<file path="src/rtl/vcarb_pkg.sv">
// Shared constants for the slot arbiter.
// Assumes a 16-phase microsecond built from a 16 MHz master clock.
package vcarb_pkg;
    localparam int PH_W      = 4;                  // phase counter width
    localparam int NPH       = 1 << PH_W;          // phases per microsecond
    localparam int FETCH_LEN = 6;                  // phases per display fetch
    localparam int NFETCH    = 2;                  // display fetches per period
    localparam int CPU_START = NFETCH * FETCH_LEN; // first processor phase
    // offsets inside a display fetch
    localparam int OFF_RAS   = 1;
    localparam int OFF_COL   = 2;
    localparam int OFF_CAS   = 3;
    localparam int OFF_CAP   = 4;                  // last strobe phase, data taken at its end
    // offsets inside the processor slot
    localparam int C_COL     = 1;
    localparam int C_CAS     = 2;

    // multiplexer source code {cpu_sel, col_sel}
    typedef enum logic [1:0] {
        SRC_VROW = 2'b00,
        SRC_VCOL = 2'b01,
        SRC_CROW = 2'b10,
        SRC_CCOL = 2'b11
    } src_e;
endpackage

</file>
<file path="src/rtl/vcarb_sched.sv">
// Phase scheduler: free-running phase counter and decode of the slot
// plan into strobe and select timing. Assumes clk is the 16 MHz master.
module vcarb_sched
    import vcarb_pkg::*;
(
    input  logic              clk,
    input  logic              rst_n,
    output logic              in_cpu,
    output logic              byte_odd,
    output logic              vid_ras,
    output logic              vid_cas,
    output logic              col_phase,
    output logic              cpu_ras,
    output logic              cpu_cas,
    output logic              slot_first,
    output logic              slot_last,
    output logic [NFETCH-1:0] cap
);
    logic [PH_W-1:0] phase_q;

    // advance one phase per master clock, wrapping each microsecond
    always_ff @(posedge clk) begin
        if (!rst_n) phase_q <= '0;
        else        phase_q <= phase_q + 1'b1;
    end

    // decode the phase into slot, offset and strobe timing
    always_comb begin
        int ph;
        int fidx;
        int off;
        int coff;
        ph         = int'(phase_q);
        in_cpu     = (ph >= CPU_START);
        fidx       = in_cpu ? 0 : ph / FETCH_LEN;
        off        = ph - fidx * FETCH_LEN;
        coff       = ph - CPU_START;
        byte_odd   = !in_cpu && ((fidx % 2) == 1);
        vid_ras    = !in_cpu && (off >= OFF_RAS) && (off <= OFF_CAP);
        vid_cas    = !in_cpu && (off >= OFF_CAS) && (off <= OFF_CAP);
        col_phase  = in_cpu ? (coff >= C_COL)
                            : ((off >= OFF_COL) && (off <= OFF_CAP));
        cpu_ras    = in_cpu;
        cpu_cas    = in_cpu && (coff >= C_CAS);
        slot_first = (ph == CPU_START);
        slot_last  = (ph == NPH - 1);
    end

    // one capture pulse per display fetch
    for (genvar k = 0; k < NFETCH; k++) begin : g_cap
        assign cap[k] = (int'(phase_q) == k * FETCH_LEN + OFF_CAP);
    end
endmodule

</file>
<file path="src/rtl/vcarb_amux.sv">
// Four-source row/column address selector. The sources are display row,
// display column, processor row and processor column, picked by the
// two select lines. Assumes both addresses are byte addresses of 2*MUX_W bits.
module vcarb_amux
    import vcarb_pkg::*;
#(
    parameter int MUX_W = 8
) (
    input  logic               cpu_sel,
    input  logic               col_sel,
    input  logic [2*MUX_W-1:0] vaddr,
    input  logic [2*MUX_W-1:0] caddr,
    output logic [MUX_W-1:0]   dram_addr
);
    logic [MUX_W-1:0] src [4];

    // build the four sources: even code = row half, odd code = column half
    for (genvar k = 0; k < 4; k++) begin : g_src
        if (k < 2) begin : g_vid
            assign src[k] = vaddr[(2 - (k % 2)) * MUX_W - 1 -: MUX_W];
        end else begin : g_cpu
            assign src[k] = caddr[(2 - (k % 2)) * MUX_W - 1 -: MUX_W];
        end
    end

    // route the selected source to the DRAM pins
    always_comb begin
        src_e code;
        code      = src_e'({cpu_sel, col_sel});
        dram_addr = src[code];
    end
endmodule

</file>
<file path="src/rtl/vcarb_cpu_gate.sv">
// Processor slot gate: decides whether the current slot serves the
// request, and drives the wait line and the buffer enables. Assumes the
// requester holds cpu_req, cpu_we and its address until the transfer ends.
module vcarb_cpu_gate (
    input  logic clk,
    input  logic rst_n,
    input  logic in_cpu,
    input  logic slot_first,
    input  logic slot_last,
    input  logic cpu_req,
    input  logic cpu_we,
    output logic taken,
    output logic cpu_ready,
    output logic buf_wr_en,
    output logic buf_rd_en
);
    logic taken_q;
    logic held_q;

    // a slot serves a request that is present at its first phase
    always_comb begin
        taken     = cpu_req && (slot_first || (in_cpu && taken_q));
        cpu_ready = !cpu_req || (taken && (!held_q || slot_last));
        buf_wr_en = taken && cpu_we;
        buf_rd_en = taken && !cpu_we;
    end

    // remember slot ownership and whether the requester was held off
    always_ff @(posedge clk) begin
        if (!rst_n) begin
            taken_q <= 1'b0;
            held_q  <= 1'b0;
        end else begin
            taken_q <= taken;
            held_q  <= cpu_req && !(slot_last && taken) && (held_q || !taken);
        end
    end
endmodule

</file>
<file path="src/rtl/vcarb_vcap.sv">
// Display byte capture: takes one byte per fetch on its capture pulse and
// raises a one-cycle valid after the last byte. Assumes fetch k fills
// byte lane k of the word.
module vcarb_vcap #(
    parameter int DATA_W = 8,
    parameter int NF     = 2
) (
    input  logic               clk,
    input  logic               rst_n,
    input  logic [NF-1:0]      cap,
    input  logic [DATA_W-1:0]  rdata,
    output logic [NF*DATA_W-1:0] word,
    output logic               valid
);
    for (genvar k = 0; k < NF; k++) begin : g_lane
        logic [DATA_W-1:0] byte_q;
        // hold the byte of fetch k
        always_ff @(posedge clk) begin
            if (!rst_n)      byte_q <= '0;
            else if (cap[k]) byte_q <= rdata;
        end
        assign word[k*DATA_W +: DATA_W] = byte_q;
    end

    // pulse valid for the cycle after the last capture
    always_ff @(posedge clk) begin
        if (!rst_n) valid <= 1'b0;
        else        valid <= cap[NF-1];
    end
endmodule

</file>
<file path="src/rtl/vcslot_arb.sv">
// Top of the slot arbiter: display fetches A and B, then one processor
// slot, in each microsecond of a 16 MHz master clock. Assumes vid_addr
// is stable at the end of phase 15 and the DRAM answers within the CAS phases.
module vcslot_arb
    import vcarb_pkg::*;
#(
    parameter int MUX_W  = 8,
    parameter int DATA_W = 8
) (
    input  logic                     clk,
    input  logic                     rst_n,
    input  logic [2*MUX_W-1:1]       vid_addr,
    output logic                     char_clk,
    output logic [NFETCH*DATA_W-1:0] vid_word,
    output logic                     vid_valid,
    input  logic                     cpu_req,
    input  logic                     cpu_we,
    input  logic [2*MUX_W-1:0]       cpu_addr,
    output logic                     cpu_ready,
    output logic [MUX_W-1:0]         dram_addr,
    output logic                     mux_cpu,
    output logic                     mux_col,
    output logic                     ras_n,
    output logic                     cas_n,
    output logic                     we_n,
    input  logic [DATA_W-1:0]        dram_rdata,
    output logic                     buf_wr_en,
    output logic                     buf_rd_en
);
    localparam int ADDR_W = 2 * MUX_W;

    logic              in_cpu, byte_odd, vid_ras, vid_cas, col_phase;
    logic              cpu_ras, cpu_cas, slot_first, slot_last, taken;
    logic [NFETCH-1:0] cap;
    logic [ADDR_W-1:1] vid_q;
    logic [ADDR_W-1:0] vbyte;

    vcarb_sched i_sched (
        .clk       (clk),
        .rst_n     (rst_n),
        .in_cpu    (in_cpu),
        .byte_odd  (byte_odd),
        .vid_ras   (vid_ras),
        .vid_cas   (vid_cas),
        .col_phase (col_phase),
        .cpu_ras   (cpu_ras),
        .cpu_cas   (cpu_cas),
        .slot_first(slot_first),
        .slot_last (slot_last),
        .cap       (cap)
    );

    // take the display address once per period, at the end of the processor slot
    always_ff @(posedge clk) begin
        if (!rst_n)         vid_q <= '0;
        else if (slot_last) vid_q <= vid_addr;
    end

    // the character clock stands in for byte-address bit 0
    assign vbyte = {vid_q, byte_odd};

    vcarb_amux #(.MUX_W(MUX_W)) i_amux (
        .cpu_sel  (in_cpu),
        .col_sel  (col_phase),
        .vaddr    (vbyte),
        .caddr    (cpu_addr),
        .dram_addr(dram_addr)
    );

    vcarb_cpu_gate i_gate (
        .clk       (clk),
        .rst_n     (rst_n),
        .in_cpu    (in_cpu),
        .slot_first(slot_first),
        .slot_last (slot_last),
        .cpu_req   (cpu_req),
        .cpu_we    (cpu_we),
        .taken     (taken),
        .cpu_ready (cpu_ready),
        .buf_wr_en (buf_wr_en),
        .buf_rd_en (buf_rd_en)
    );

    vcarb_vcap #(.DATA_W(DATA_W), .NF(NFETCH)) i_vcap (
        .clk  (clk),
        .rst_n(rst_n),
        .cap  (cap),
        .rdata(dram_rdata),
        .word (vid_word),
        .valid(vid_valid)
    );

    // strobes: display fetches always run, the processor slot only when served
    always_comb begin
        ras_n    = !(vid_ras || (cpu_ras && taken));
        cas_n    = !(vid_cas || (cpu_cas && taken));
        we_n     = !(cpu_cas && taken && cpu_we);
        mux_cpu  = in_cpu;
        mux_col  = col_phase;
        char_clk = byte_odd;
    end
endmodule

</file>
<file path="config.mk">
export PLATFORM = sky130hd
export DESIGN_NAME = vcslot_arb
export DESIGN_NICKNAME = d
export VERILOG_FILES = /design/src/rtl/vcarb_pkg.sv /design/src/rtl/vcarb_sched.sv /design/src/rtl/vcarb_amux.sv /design/src/rtl/vcarb_cpu_gate.sv /design/src/rtl/vcarb_vcap.sv /design/src/rtl/vcslot_arb.sv
export SDC_FILE = /design/constraint.sdc
export NUM_CORES = 1
export LEC_CHECK = 0
export ABC_CLOCK_PERIOD_IN_PS = 5080
export BUFFER_PORTS_ARGS = -buffer_cell sky130_fd_sc_hd__buf_2
export CAP_MARGIN = 20
export CORE_MARGIN = 10
export CORE_UTILIZATION = 35
export CTS_CLUSTER_DIAMETER = 80
export DETAILED_ROUTE_END_ITERATION = 12
export SYNTH_ARGS = -nofsm -noshare
export SYNTH_HDL_FRONTEND = slang
export SYNTH_HIERARCHICAL = 1
export SYNTH_SLANG_ARGS = --single-unit
</file>
<file path="constraint.sdc">
create_clock -name clk -period 5.08 [get_ports clk]
set_input_delay 0.508 -clock clk [delete_from_list [all_inputs] [get_ports clk]]
set_output_delay 0.508 -clock clk [all_outputs]
set_load 0.005 [all_outputs]
</file>
==> impl_metrics.py, run 1 <==
metrics = {
    "run_status": {
        "outcome": "completed",
    },
    "cts": {
        "hold_buffers": 0,
        "clock_latency_ns": 0.29,
        "cts_resized": 0,
        "cts.sinks": 38,
        "cts_setup_buffers": 0,
        "htree_levels": 2,
        "cts_made_buffers": 5,
        "clockRootBuffer": "clkbuf_8",
        "clk_pin_slew_ns": 0.07,
        "cts_tree": "done",
        "clk_path_buf_depth": 2,
    },
    "sta": {
        "fin_crit_ns": 4.202,
        "hold_viol": 0,
        "fmax_mhz": 238.0,
        "rsz0062_at_grt": "false",
        "drv_slew": 0,
        "period_share": 0.8271,
        "fin_tns_setup_ns": 0,
        "tightest_slew_ns": 0.9612,
        "skew_ns": 0.003884,
        "finalSetupViolations": 0,
        "slew_headroom": 0.3568,
    },
    "layout": {
        "diodes": 0,
        "fin_cells": 333,
        "final_design_area_no_fill_mm2": 0.002547,
        "syn_to_final_growth_pct": 26.77,
        "nets": 314,
        "fillCellCount": 574,
        "final_util": 0.4598,
        "drive_gt1_frac": 0.3716,
    },
    "critical_path": {
        "r2r-start": "i_sched/phase_q[0]$_SDFF_PN0_",
        "critPathMaxStageDelay_ns": 0.51,
        "arrival_ns": 3.69,
        "required_ns": 4.57,
        "critPathMaxFanout": 9,
        "endpoint_kind": "output port",
        "cp_common_cell": "ha_1",
        "r2r_slack_ns": 3.10,
        "reg2reg_to": "i_gate/held_q$_SDFF_PN0_",
        "path_class": "reg2out",
        "slowest_stage": "mux4_2",
        "cp_cell_sequence": "inv_1 > ha_1 > nor2_1 > o21a_1 > ha_1 > ha_1 > nor2b_1 > o21ai_0 > nand2b_1 > ha_1 > nor3_2 > o211ai_2 > o21ai_1 > buf_4 > mux4_2 > buf_2",
        "startpoint_type": "flop",
        "reg2reg_depth": 4,
    },
    "drt": {
        "wl_met3_um": 409,
        "drt_iter0_markers": 77,
        "vias": 1527,
        "firstDrtPassIters": 4,
        "top_layer_used": "met4",
        "routedWlPerCell_um": 14.64,
        "drc": 0,
        "via_per_inst": 4.586,
        "wl_met1_mm": 2.151,
        "met2_length_mm": 2.246,
        "totalWireLength_mm": 4.875,
        "drtAntennaViolNets": 0,
    },
    "yosys": {
        "synth.avg_cell_area_um2": 10.92,
        "synth_cell_types": 35,
        "synth_ff_type": "dfxtp_1",
        "yosysWarnings": 6,
        "synth_largest_area_cell": "dfxtp_1",
        "yosys-top-cells-area": "dfxtp_1, mux2i_1, nor2b_1",
        "yosys.area.top_type_share": 0.3786,
        "synth_seq_area_share": 0.3786,
        "ys_ff_latch": 38,
        "synth-async-reset-ratio": 0,
        "syn-cell-area_mm2": 0.002009,
        "synth_edf_count": 0,
        "syn_inst": 184,
    },
    "die": {
        "initial_core_util": 0.3627,
        "fp.dieH_um": 95.77,
        "io_pins": 77,
        "dieArea_mm2": 0.009172,
        "die_w_um": 95.77,
        "row_count": 27,
        "coreArea_mm2": 0.005540,
    },
    "grt": {
        "grt_pass1_wl_mm": 7.583,
        "track_usage": 0.1048,
        "antenna_found_initial": 0,
        "overflow": 0,
        "grt_pass1_vias": 1502,
        "grt_max_degree": 39,
    },
    "placement": {
        "dp_hpwl_mm": 3.788,
        "place_inst": 325,
        "gp_congestion": 0.7746,
        "place_area_mm2": 0.002405,
        "numPortBuffers": 76,
    },
    "power": {
        "pwr-share-seq": 0.447,
        "swShare": 0.2043,
        "p_leak_nw": 1.103,
        "power_density_mw_per_mm2": 269.0,
        "power.switching_uw": 140.0,
        "p_int_uw": 545.4,
        "p_comb_frac": 0.093,
        "ir_drop_mv": 0.1344,
        "clkPwrFrac": 0.460,
    },
    "min_path": {
        "holdPathEnd": "vid_q[4]$_SDFFE_PN0P_",
        "min-delay-start": "vid_addr[4]",
        "hold_path_depth": 3,
        "hold_class": "in2reg",
    },
    "run": {
        "drv_cap": 0,
    },
}
power groups by stage:
stage / clock (mW) / combinational, mW / sequential (mW)
floorplan: 0 / 0.0371 / 0.313
global placement: 0 / 0.0637 / 0.313
detailed placement: 0 / 0.0641 / 0.314
CTS: 0.325 / 0.0644 / 0.307
global route: 0.339 / 0.0724 / 0.308
finish: 0.315 / 0.0635 / 0.307
layout make-up:
cell class | count | area, µm² | area share
sequential | 38 | 760.7 | 0.2986
clock buffer | 6 | 82.58 | 0.03242
tap | 72 | 90.09 | 0.03536
timing repair buffer | 77 | 387.9 | 0.1523
multi-input combinational | 130 | 1136 | 0.4460
inverter | 8 | 30.03 | 0.01179
clock inverter | 2 | 60.06 | 0.02358
cells by family after synthesis:
family / Yosys count / synth area share
simple gates: 64 / 0.1936
mux: 39 / 0.2441
flops: 38 / 0.3786
buf+inv: 17 / 0.05790
compound gates: 12 / 0.04296
fa+ha+maj: 11 / 0.07223
xor+xnor: 2 / 0.008719
other cells: 1 / 0.001866
Yosys cell counts (2+ instances only):
| cell type | count |
|---|---|
| nor2_1 | 8 |
| buf_6 | 4 |
| dfxtp_1 | 38 |
| and3_1 | 4 |
| mux2i_1 | 31 |
| nor3b_1 | 2 |
| nand3_1 | 2 |
| nand2b_1 | 2 |
| and3b_1 | 2 |
| a21oi_1 | 3 |
| inv_1 | 8 |
| ha_1 | 10 |
| o21ai_0 | 2 |
| nor2b_1 | 36 |
| and2_1 | 5 |
| mux4_2 | 8 |
metal layers:
layer  up-vias  global-route usage
met5         -                   0
li1        781                   -
met1       696              0.1260
met3         5             0.04280
met4         0             0.04423
met2        45              0.1620
cells in the final DEF (no fill, tap or decap), types with 2 or more instances in the layout:
cell       count
conb_1         2
nor2_1         8
clkbuf_8       6
mux2i_1       31
mux4_2         8
and3b_1        2
a21oi_1        3
dfxtp_1       38
nor2b_1       36
inv_1          8
bufinv_16      2
nand3_1        2
and3_1         4
nor3b_1        2
ha_1          10
nand2b_1       2
and2_1         5
buf_2         76
o21ai_0        2
worst max-delay path, delay by kind of cell, from the launching register on:
family / cells / cell delay, ns
AO/OA/AOI/OAI: 4 / 0.56
adder cells (fa/ha/maj): 4 / 1.01
buffers and inverters: 3 / 0.49
flip-flops: 1 / 0.39
multiplexers: 1 / 0.51
AND/OR/NAND/NOR: 4 / 0.45
through the flow:
step                      setup slack (ns)  total power [mW]  hold WS (ns)
after detailed placement             1.179            0.3778        0.5024
after global placement               1.264            0.3772        0.4920
after floorplan                      1.465            0.3499        0.4775
final                               0.8784            0.6854        0.4728
after CTS                           0.8385            0.6965        0.4619
after global routing                0.5185            0.7187        0.4756
registers in the layout, indices dropped and copies added (netlist names):
signal                count
i_vcap/g_lane.byte_q     16
vid_q                    15
i_sched/phase_q           4
i_gate/held_q             1
i_gate/taken_q            1
i_vcap/valid              1
how the worst max path moves through the flow:
stage	slack [ns]	start	endpoint
after floorplan	1.46	i_sched/phase_q[0]$_SDFF_PN0_	dram_addr[0]
after global placement	1.26	i_sched/phase_q[1]$_SDFF_PN0_	dram_addr[0]
after detailed placement	1.18	i_sched/phase_q[0]$_SDFF_PN0_	dram_addr[0]
after CTS	0.84	i_sched/phase_q[0]$_SDFF_PN0_	dram_addr[0]
after global routing	0.52	i_sched/phase_q[2]$_SDFF_PN0_	dram_addr[1]
final	0.88	i_sched/phase_q[0]$_SDFF_PN0_	dram_addr[0]
No activity file was read; power rests on OpenSTA's default activity.
==> run 2: changes to the inputs <==
Settings changed: ABC_CLOCK_PERIOD_IN_PS 5080 to 3710.
Clock period 5.08 ns to 3.71 ns, I/O delays scaled along.
==> impl_metrics.py, run 2 (synthesis results as in run 1) <==
metrics = {
    "run_status": {
        "outcome": "completed",
    },
    "drt": {
        "drt_iter0_markers": 63,
        "routedWlPerCell_um": 14.57,
        "vias": 1553,
        "totalWireLength_mm": 4.999,
        "drtAntennaViolNets": 0,
        "via_per_inst": 4.528,
        "firstDrtPassIters": 4,
        "drc": 0,
    },
    "placement": {
        "dp_hpwl_mm": 3.722,
        "gp_congestion": 0.7686,
        "numPortBuffers": 76,
        "dp_slack_ns": 0.008864,
        "place_inst": 332,
    },
    "critical_path": {
        "critPathMaxStageDelay_ns": 0.52,
        "critPathLaunch": "i_sched/phase_q[0]$_SDFF_PN0_",
        "cp_common_cell": "ha_4",
        "path_class": "reg2out",
        "critPathMaxFanout": 8,
        "slowest_stage": "mux4_2",
        "startpoint_type": "flop",
        "path_buf_inv": 3,
        "cp_top_family": "adder cells",
        "required_ns": 3.34,
        "cp_cell_sequence": "inv_2 > ha_4 > nor2_2 > o21a_1 > ha_4 > ha_4 > nor2b_4 > o21ai_2 > nand2b_1 > ha_1 > nor3_2 > o211ai_2 > o21ai_2 > buf_6 > mux4_2 > buf_6",
        "arrival_ns": 3.34,
        "r2r-start": "i_sched/phase_q[1]$_SDFF_PN0_",
        "endpoint_kind": "output port",
    },
    "layout": {
        "final_common_cell": "buf_2",
        "fillCellCount": 543,
        "multi_input_area_mm2": 0.001194,
        "largest_register_ffs": 16,
        "reg_top3": "i_vcap/g_lane.byte_q: 16 flops, vid_q: 15 flops, i_sched/phase_q: 4 flops",
        "final_cell_mix": "buf_2, dfxtp_1, nor2b_1",
        "diodes": 0,
        "drive_gt1_frac": 0.4354,
        "nets": 325,
        "syn_to_final_growth_pct": 31.69,
        "fin_cells": 343,
        "top_register": "i_vcap/g_lane.byte_q",
        "seq_area_um2": 763.2,
    },
    "sta": {
        "slew_headroom": 0.3719,
        "drv_slew": 0,
        "fin_crit_ns": 3.709,
        "period_share": 0.9998,
        "hold_slack_ns": 0.3404,
        "skew_ns": 0.003021,
        "setup_slack_ns": 0.0008029,
        "fmax_mhz": 269.6,
        "tightest_slew_ns": 0.9387,
        "hold_viol": 0,
        "rsz0062_at_grt": "true",
        "finalSetupViolations": 0,
    },
    "die": {
        "coreArea_mm2": 0.005540,
        "initial_core_util": 0.3627,
        "dieArea_mm2": 0.009172,
        "io_pins": 77,
        "die_w_um": 95.77,
        "row_count": 27,
        "fp.dieH_um": 95.77,
    },
    "cts": {
        "clk_path_buf_depth": 2,
        "cts.sinks": 38,
        "clock_latency_ns": 0.28,
        "cts_made_buffers": 5,
        "clockRootBuffer": "clkbuf_8",
        "cts_tree": "done",
        "htree_levels": 2,
        "clk_pin_slew_ns": 0.07,
    },
    "grt": {
        "grt_max_degree": 39,
        "overflow": 0,
        "grt_pass1_vias": 1568,
        "track_usage": 0.1063,
        "grt_pass1_wl_mm": 7.810,
        "antenna_found_initial": 0,
    },
    "power": {
        "p_total_uw": 791.3,
        "p_leak_nw": 1.142,
        "ir_drop_mv": 0.1253,
        "power_density_mw_per_mm2": 299.0,
    },
    "min_path": {
        "hold_class": "in2reg",
        "min-delay-start": "vid_addr[2]",
    },
    "run": {
        "drv_cap": 0,
    },
}
run 2: layout make-up:
type / instances / area share
inverters: 8 / 0.01135
clock inverters: 2 / 0.003783
repair buffers: 88 / 0.1853
clock buffers: 5 / 0.02600
multi-input cells: 130 / 0.4511
flip-flops and latches: 38 / 0.2884
well taps: 72 / 0.03404
run 2: final timing paths:
check,slack [ns],cells after the start,endpoint
worst min register to register,0.51,2,vid_q[9]$_SDFFE_PN0P_
worst max-delay path,0.0008,16,dram_addr[1]
worst max register to register,1.75,7,i_vcap/g_lane[0].byte_q[2]$_SDFFE_PN0P_
worst min-delay path,0.34,3,vid_q[2]$_SDFFE_PN0P_
run 2: timing repair:
item	CTS	global route
setup buffers	4	0
pin swaps	9	3
hold buffers	0	0
endpoints found under the setup margin	8	8
gates resized for setup	14	4
run 2: stage by stage:
| stage | TNS, ns | cell area [µm²] | utilization |
|---|---|---|---|
| after floorplan | 0 | 2013 | - |
| after global placement | 0 | 2457 | 0.4435 |
| after detailed placement | 0 | 2457 | 0.4435 |
| after CTS | -0.07115 | 2631 | 0.4749 |
| after global routing | -1.171 | 2646 | 0.4776 |
| final | 0 | 2646 | 0.4776 |
run 2: where the power goes:
| group | internal (mW) | switching [mW] |
|---|---|---|
| clock network | 0.126 | 0.138 |
| logic | 0.0594 | 0.0504 |
| registers | 0.414 | 0.00381 |
| total | 0.599 | 0.192 |
run 2: worst min-delay path, delay by kind of cell:
family	cells	cell delay (ns)
buf+inv	1	0.07
mux	1	0.05
simple gates	1	0.09
run 2: per-layer routing:
| layer | part of all wire | track usage |
|---|---|---|
| met4 | 0.014 | 0.03317 |
| met5 | 0 | 0 |
| met1 | 0.45 | 0.1333 |
| met3 | 0.082 | 0.03813 |
| met2 | 0.45 | 0.1670 |
==> run 3: changes to the inputs <==
Settings changed: MAX_ROUTING_LAYER set to met4.
==> impl_metrics.py, run 3 (synthesis results as in run 1) <==
metrics = {
    "drt": {
        "totalWireLength_mm": 4.991,
        "drc": 0,
        "drtAntennaViolNets": 0,
        "firstDrtPassIters": 4,
        "routedWlPerCell_um": 14.55,
        "via_per_inst": 4.504,
        "vias": 1545,
        "drt_iter0_markers": 71,
    },
    "grt": {
        "track_usage": 0.1093,
        "antenna_found_initial": 0,
        "grt_pass1_wl_mm": 7.803,
        "overflow": 0,
        "grt_max_degree": 39,
        "grt_pass1_vias": 1571,
    },
    "critical_path": {
        "critPathMaxStageDelay_ns": 0.52,
        "endpoint_kind": "output port",
        "path_class": "reg2out",
        "cp_cell_sequence": "inv_2 > ha_4 > nor2_2 > o21a_1 > ha_4 > ha_4 > nor2b_4 > o21ai_2 > nand2b_1 > ha_1 > nor3_2 > o211ai_2 > o21ai_2 > buf_6 > mux4_2 > buf_6",
        "startpoint_type": "flop",
        "critPathMaxFanout": 8,
        "arrival_ns": 3.34,
        "cp_common_cell": "ha_4",
        "required_ns": 3.34,
        "slowest_stage": "mux4_2",
    },
    "layout": {
        "top_register": "i_vcap/g_lane.byte_q",
        "multi_input_area_mm2": 0.001194,
        "diodes": 0,
        "drive_gt1_frac": 0.4354,
        "syn_to_final_growth_pct": 31.69,
        "nets": 325,
        "reg_top3": "i_vcap/g_lane.byte_q: 16 flops, vid_q: 15 flops, i_sched/phase_q: 4 flops",
        "fillCellCount": 543,
        "largest_register_ffs": 16,
        "final_cell_mix": "buf_2, dfxtp_1, nor2b_1",
        "final_common_cell": "buf_2",
        "final_util": 0.4776,
        "seq_area_um2": 763.2,
    },
    "power": {
        "p_total_uw": 790.1,
        "p_leak_nw": 1.142,
        "ir_drop_mv": 0.1247,
        "power_density_mw_per_mm2": 298.6,
    },
    "die": {
        "dieArea_mm2": 0.009172,
        "die_w_um": 95.77,
        "io_pins": 77,
        "fp.dieH_um": 95.77,
        "initial_core_util": 0.3627,
        "coreArea_mm2": 0.005540,
        "row_count": 27,
    },
    "sta": {
        "skew_ns": 0.002222,
        "hold_viol": 0,
        "fin_crit_ns": 3.710,
        "setup_slack_ns": -0.0003597,
        "finalSetupViolations": 2,
        "rsz0062_at_grt": "true",
        "drv_slew": 0,
        "slew_headroom": 0.3829,
        "tightest_slew_ns": 0.9222,
        "fmax_mhz": 269.5,
        "period_share": 1.000,
    },
    "placement": {
        "numPortBuffers": 76,
        "gp_congestion": 0.7789,
        "dp_hpwl_mm": 3.722,
    },
    "run_status": {
        "outcome": "finished, violations left",
        "violations": "negative setup slack",
    },
    "cts": {
        "cts_made_buffers": 5,
        "clk_pin_slew_ns": 0.07,
        "clk_path_buf_depth": 2,
        "clockRootBuffer": "clkbuf_8",
        "clock_latency_ns": 0.28,
        "htree_levels": 2,
        "hold_buffers": 0,
        "cts_tree": "done",
        "cts.sinks": 38,
    },
    "min_path": {
        "hold_class": "in2reg",
    },
    "run": {
        "drv_cap": 0,
    },
}
## run 3: metrics by stage
step | cell area, µm² | setup TNS (ns) | setup slack, ns | std cells | hold slack (ns)
6_report | 2646 | -0.0005365 | -0.0003597 | 343 | 0.3399
5_1_grt | 2646 | -1.170 | -0.1574 | 343 | 0.3417
4_1_cts | 2631 | -0.07115 | -0.02083 | 343 | 0.3325
3_5_place_dp | 2457 | 0 | 0.008864 | 332 | 0.4973
3_3_place_gp | 2457 | 0 | 0.1043 | 332 | 0.4922
2_1_floorplan | 2013 | 0 | 0.2318 | 185 | 0.4775
## run 3: repair_timing
| action | 4_1_cts | 5_1_grt |
|---|---|---|
| pin swaps | 9 | 3 |
| gates cloned | 0 | 0 |
| endpoints found under the setup margin | 8 | 8 |
| hold endpoints to repair | 0 | 0 |
| buffers inserted | 4 | 0 |
| resized for setup | 14 | 4 |
## run 3: layer usage
layer | up-vias | global-route usage | share of wire
li1 | 798 | - | -
met1 | 697 | 0.1360 | 0.46
met2 | 45 | 0.1665 | 0.46
met3 | 5 | 0.03346 | 0.074
met4 | 0 | 0.03317 | 0.0080
met5 | - | - | 0
## run 3: final timing paths
path	end	start	slack, ns	cells after the start
max	dram_addr[1]	i_sched/phase_q[0]$_SDFF_PN0_	-0.0004	16
min	vid_q[2]$_SDFFE_PN0P_	vid_addr[2]	0.34	3
max reg2reg	i_vcap/g_lane[0].byte_q[2]$_SDFFE_PN0P_	i_sched/phase_q[1]$_SDFF_PN0_	1.76	7
min reg2reg	i_vcap/g_lane[1].byte_q[2]$_SDFFE_PN0P_	i_vcap/g_lane[1].byte_q[2]$_SDFFE_PN0P_	0.51	2
## run 3: final cells by class
cell class,count,share of cell area
inverters,8,0.01135
clock buffers,5,0.02600
well taps,72,0.03404
repair buffers,88,0.1853
multi-input cells,130,0.4511
flip-flops and latches,38,0.2884
clock inverters,2,0.003783
## run 3: critical path, delay by kind of cell, from the launching register on
kind	cells	cell delay, ns
AO/OA/AOI/OAI	4	0.56
adder cells (fa/ha/maj)	4	0.85
buffers and inverters	3	0.39
flip-flops	1	0.32
multiplexers	1	0.52
AND/OR/NAND/NOR	4	0.41
## run 3: power by group
group / switching [mW] / internal [mW]
registers: 0.00379 / 0.414
logic: 0.0504 / 0.0594
clock network: 0.137 / 0.126
